===== config.mk =====
export PLATFORM = sky130hd
export DESIGN_NAME = combo_lock_fsm
export DESIGN_NICKNAME = d
export VERILOG_FILES = /design/src/rtl/combo_lock_fsm.sv
export SDC_FILE = /design/constraint.sdc
export NUM_CORES = 1
export LEC_CHECK = 0
export ABC_AREA = 1
export BUFFER_PORTS_ARGS = -buffer_cell sky130_fd_sc_hd__buf_4
export CAP_MARGIN = 40
export CORE_AREA = 2 2 39 41
export CTS_BUF_LIST = sky130_fd_sc_hd__clkbuf_4 sky130_fd_sc_hd__clkbuf_8 sky130_fd_sc_hd__clkbuf_16
export DETAILED_ROUTE_END_ITERATION = 7
export DIE_AREA = 0 0 41 43
export GPL_TIMING_DRIVEN = 0
export PLACE_DENSITY_LB_ADDON = 0.25
export SLEW_MARGIN = 30
export SYNTH_ARGS = -nofsm -noshare
export SYNTH_HDL_FRONTEND = slang
export SYNTH_SLANG_ARGS = --single-unit

===== constraint.sdc =====
create_clock -name clk -period 1.38 [get_ports clk]
set_clock_uncertainty 0.15 [all_clocks]
set_input_delay 0.345 -clock clk [delete_from_list [all_inputs] [get_ports clk]]
set_output_delay 0.345 -clock clk [all_outputs]
set_load 0.01 [all_outputs]

===== src/rtl/combo_lock_fsm.sv =====
module combo_lock_fsm #(
  parameter int DIAL_W  = 6,
  parameter int NUM_1ST = 13,
  parameter int NUM_2ND = 22,
  parameter int NUM_3RD = 3,
  parameter bit DIR_1ST = 1'b1,
  parameter bit DIR_2ND = 1'b0,
  parameter bit DIR_3RD = 1'b1
) (
  input  logic              clk,
  input  logic              rst,
  input  logic              op_valid,
  input  logic              op_right,
  input  logic [DIAL_W-1:0] op_dial,
  output logic              unlocked
);

  localparam logic [1:0] ST_IDLE = 2'b00;
  localparam logic [1:0] ST_ONE  = 2'b01;
  localparam logic [1:0] ST_TWO  = 2'b10;
  localparam logic [1:0] ST_OPEN = 2'b11;

  localparam logic [DIAL_W-1:0] K1 = DIAL_W'(NUM_1ST);
  localparam logic [DIAL_W-1:0] K2 = DIAL_W'(NUM_2ND);
  localparam logic [DIAL_W-1:0] K3 = DIAL_W'(NUM_3RD);

  logic [1:0] state, base, nxt;
  logic hit1, hit2, hit3;

  assign hit1 = (op_right == DIR_1ST) && (op_dial == K1);
  assign hit2 = (op_right == DIR_2ND) && (op_dial == K2);
  assign hit3 = (op_right == DIR_3RD) && (op_dial == K3);

  assign base = (state == ST_OPEN) ? ST_IDLE : state;

  always_comb begin
    nxt = state;
    if (op_valid) begin
      if (hit1)                          nxt = ST_ONE;
      else if (base == ST_ONE && hit2)   nxt = ST_TWO;
      else if (base == ST_TWO && hit3)   nxt = ST_OPEN;
      else                               nxt = ST_IDLE;
    end
  end

  always_ff @(posedge clk) begin
    if (rst) state <= ST_IDLE;
    else     state <= nxt;
  end

  assign unlocked = (state == ST_OPEN);

  p_reset_idle_r1: assert property (@(posedge clk) rst |=> (state == ST_IDLE && !unlocked));

  p_third_opens_r2: assert property (@(posedge clk) disable iff (rst)
    (state == ST_TWO && op_valid && op_right == DIR_3RD && op_dial == K3) |=> unlocked);

  p_hold_idle_r3: assert property (@(posedge clk) disable iff (rst)
    !op_valid |=> $stable(state));

  p_wrong_idle_r4: assert property (@(posedge clk) disable iff (rst)
    (op_valid && !hit1 && !hit2 && !hit3) |=> (state == ST_IDLE));

  p_restart_one_r6: assert property (@(posedge clk) disable iff (rst)
    (op_valid && op_right == DIR_1ST && op_dial == K1) |=> (state == ST_ONE));

  p_open_relock_r7: assert property (@(posedge clk) disable iff (rst)
    (unlocked && op_valid) |=> !unlocked);

  p_open_from_two_r8: assert property (@(posedge clk) disable iff (rst)
    $rose(unlocked) |-> ($past(state) == ST_TWO));

endmodule


==> results.py <==
metrics = {
    "sta": {
        "rsz0062_at_grt": "no",
        "report.final.setup_viol": 0,
        "worst-slew-pin-transition_ns": 0.1288,
        "hold_viol": 0,
        "worst_hold_margin_ns": 0.1288,
        "final-max-slew-violation-count": 0,
        "period_share_pct": 94.06,
        "timing.max_slew.rel_slack_pct": 91.40,
        "fmaxAchievable_ghz": 0.7704,
        "tns_ns": 0,
        "final.min_clock_period_ns": 1.298,
    },
    "worst_hold_path": {
        "timing.hold.worst_endpoint": "state[1]$_SDFFE_PP0P_",
        "min_from": "rst",
        "timing.hold.worst_path_depth": 2,
        "worstHoldPathType": "in2reg",
    },
    "synth": {
        "syn-cell-area_sq_um": 190.2,
        "syn-instance-count": 37,
        "synth_cell_type_count": 9,
        "synth_top_area_share_pct": 23.68,
        "ys.flop_type": "dfxtp_1",
        "yosys-top-cells-count": "nand2_1 (12), nor2_1 (9), inv_1 (8), dfxtp_1 (2), nand3_1 (2)",
        "number_of_enable_flip_flop_cells_after_synthesis": 0,
        "asyncSetResetFlopFracSynth_pct": 0,
        "number_of_synthesized_register_bits": 2,
        "synth_top_area_cell": "nand2_1",
        "syn-mean-instance-area_sq_um": 5.140,
        "synth_most_common_cell": "nand2_1",
        "yosysWarningCount": 0,
        "synthTopCellsByArea": "nand2_1 (24%), dfxtp_1 (21%), nor2_1 (18%), inv_1 (16%), nand3_1 (5.3%)",
        "synth.net_count": 47,
        "synth.yosys.seq_area_share_pct": 21.05,
    },
    "detailed_routing": {
        "detailed_route_wire_length_um": 455,
        "detailroute.wirelength.met3_um": 19,
        "dr_wl_met2_um": 208,
        "route.top_layer_used": "met3",
        "residual_drc": 0,
        "ant_nets": 0,
        "wl_per_cell_um": 6.894,
        "met1Wirelength_um": 227,
        "drt_iter0_markers": 0,
        "num_vias": 229,
        "firstDrtPassIters": 1,
        "via_per_inst": 3.470,
    },
    "clock_network": {
        "clk_root_buf": "clkbuf_4",
        "tritoncts": "done",
        "cts_sinks": 2,
        "cts-htree-levels": 1,
        "cts_buffers": 3,
        "worstSkewPairLatency_ns": 0.22,
        "max-clock-path-buffers": 2,
        "clock_transition_at_the_register_clock_pins_on_the_worst_setup_and_hold_paths_after_cts_ns": 0.03,
    },
    "status": {
        "outcome": "finished, final reports clean",
    },
    "critical_path": {
        "worstReg2RegStart": "state[0]$_SDFFE_PP0P_",
        "worst-endpoint-arrival_ns": 0.80,
        "timing.setup.critical_path_class": "reg2out",
        "critPathMaxFanout": 4,
        "timing.critical_path.required_ns": 0.88,
        "kind_of_start_point_of_the_critical_path": "register",
        "rr_endpoint": "state[1]$_SDFFE_PP0P_",
        "setup_slack_of_the_worst_register_to_register_path_ns": 0.30,
        "cp-end-kind": "primary output",
        "worst_r2r_path_depth": 6,
    },
    "grt": {
        "vias_in_the_first_global_route": 230,
        "grt_usage_pct": 6.907,
        "grt_start_max_net_pins": 5,
        "antenna_found_initial": 0,
        "globalRouteOverflowTotal": 0,
        "global_route_wire_length_before_repair_um": 800,
    },
    "placed_design": {
        "gp_congestion": 0.6842,
        "hpwl_um": 384.7,
        "port_buffers": 10,
        "dpl_cell_area_sq_um": 285.3,
    },
    "pwr": {
        "p_switching_mw": 0.05228,
        "peakVddDrop_mv": 0.4195,
        "clock_power_share_pct": 55.6,
        "intPower_mw": 0.1793,
        "p_total_mw": 0.2315,
        "share_seq_of_total_power_pct": 26.4,
        "comb_power_share_pct": 18.0,
        "p_leak_nw": 0.1666,
        "p_per_area_nw_per_um2": 749.2,
        "switching_share_pct": 22.58,
    },
    "layout": {
        "nets": 62,
        "drive_gt1_share_pct": 32.00,
        "area_growth_syn_to_layout_pct": 62.50,
        "finalInstanceArea_sq_um": 309.0,
        "largest_register": "state",
        "antenna-diode-count": 0,
        "largest_reg_flops": 2,
        "largest_registers": "state (2)",
        "layout.filler_cells": 158,
    },
    "floorplan": {
        "io_pins": 11,
        "initial_core_util_pct": 13.74,
        "die-area_sq_um": 1763,
        "rows": 14,
        "die_height_um": 43,
        "die_w_um": 41,
        "coreArea_sq_um": 1384,
    },
    "job": {
        "max_cap_violations": 0,
    },
}
-- kinds of logic after synthesis --
family                 Yosys count  share of synthesized area, %
AOI/OAI and AO/OA                3                         11.18
buffers and inverters            8                         15.79
DFF                              2                         21.05
and+or+nand+nor                 24                         51.97
-- how the worst max path moves through the flow --
| stage | from | depth (start not counted) | slack, ns | end |
|---|---|---|---|---|
| finish | state[0]$_SDFFE_PP0P_ | 3 | 0.08 | unlocked |
| global route | state[0]$_SDFFE_PP0P_ | 3 | 0.01 | unlocked |
| CTS | state[1]$_SDFFE_PP0P_ | 3 | 0.04 | unlocked |
| detailed placement | op_dial[3] | 8 | 0.16 | state[1]$_SDFFE_PP0P_ |
| global placement | op_right | 8 | 0.16 | state[1]$_SDFFE_PP0P_ |
| floorplan | op_right | 7 | 0.38 | state[1]$_SDFFE_PP0P_ |
-- layout by cell type, fill, tap and decap left out, drive strengths merged --
cell type,synthesis,routed
a21oi,2,2
clkbuf,0,3
nor3,1,1
o21bai,1,1
inv,8,8
nand2,12,12
buf,0,10
nand3,2,2
nor2,9,9
dfxtp,2,2
-- timing repair --
item,CTS,global route
setup endpoints to repair,0,1
hold endpoints to repair,0,0
hold buffers,0,0
buffers inserted,0,0
gates resized for setup,0,1
-- cell type report --
type | count | area (sq um) | area share (%)
Inverter | 8 | 30.03 | 9.717
Clock buffer | 3 | 22.52 | 7.287
Tap cell | 16 | 20.02 | 6.478
Timing Repair Buffer | 10 | 75.07 | 24.29
Sequential cell | 2 | 41.29 | 13.36
Multi-Input combinational cell | 27 | 120.1 | 38.87
-- worst max-delay path, stage by stage, from the launching register on --
cell	delay [ns]
dfxtp_1	0.36
nand2_1	0.06
inv_1	0.05
buf_4	0.10
-- through the flow --
| step | worst slack, ns | std cells | util, % |
|---|---|---|---|
| 3_5_place_dp | 0.1619 | 63 | 20.61 |
| 5_1_grt | 0.01121 | 66 | 22.33 |
| 4_1_cts | 0.03717 | 66 | 22.24 |
| 6_report | 0.08202 | 66 | 22.33 |
| 2_1_floorplan | 0.3773 | 37 | - |
| 3_3_place_gp | 0.1614 | 63 | 20.61 |
-- power groups by stage --
stage,Clock (mW),Combinational (mW),Sequential (mW)
2_1_floorplan,0,0.0157,0.0615
3_3_place_gp,0,0.0427,0.0620
3_5_place_dp,0,0.0426,0.0619
4_1_cts,0.138,0.0428,0.0611
5_1_grt,0.152,0.0479,0.0613
6_report,0.129,0.0417,0.0611
-- routing by layer --
layer,up-vias,global-route usage [%]
li1,136,-
met1,88,8.599
met2,5,9.375
met3,0,6.283
met4,0,0
met5,-,0
No activity file was read; power rests on OpenSTA's default activity.
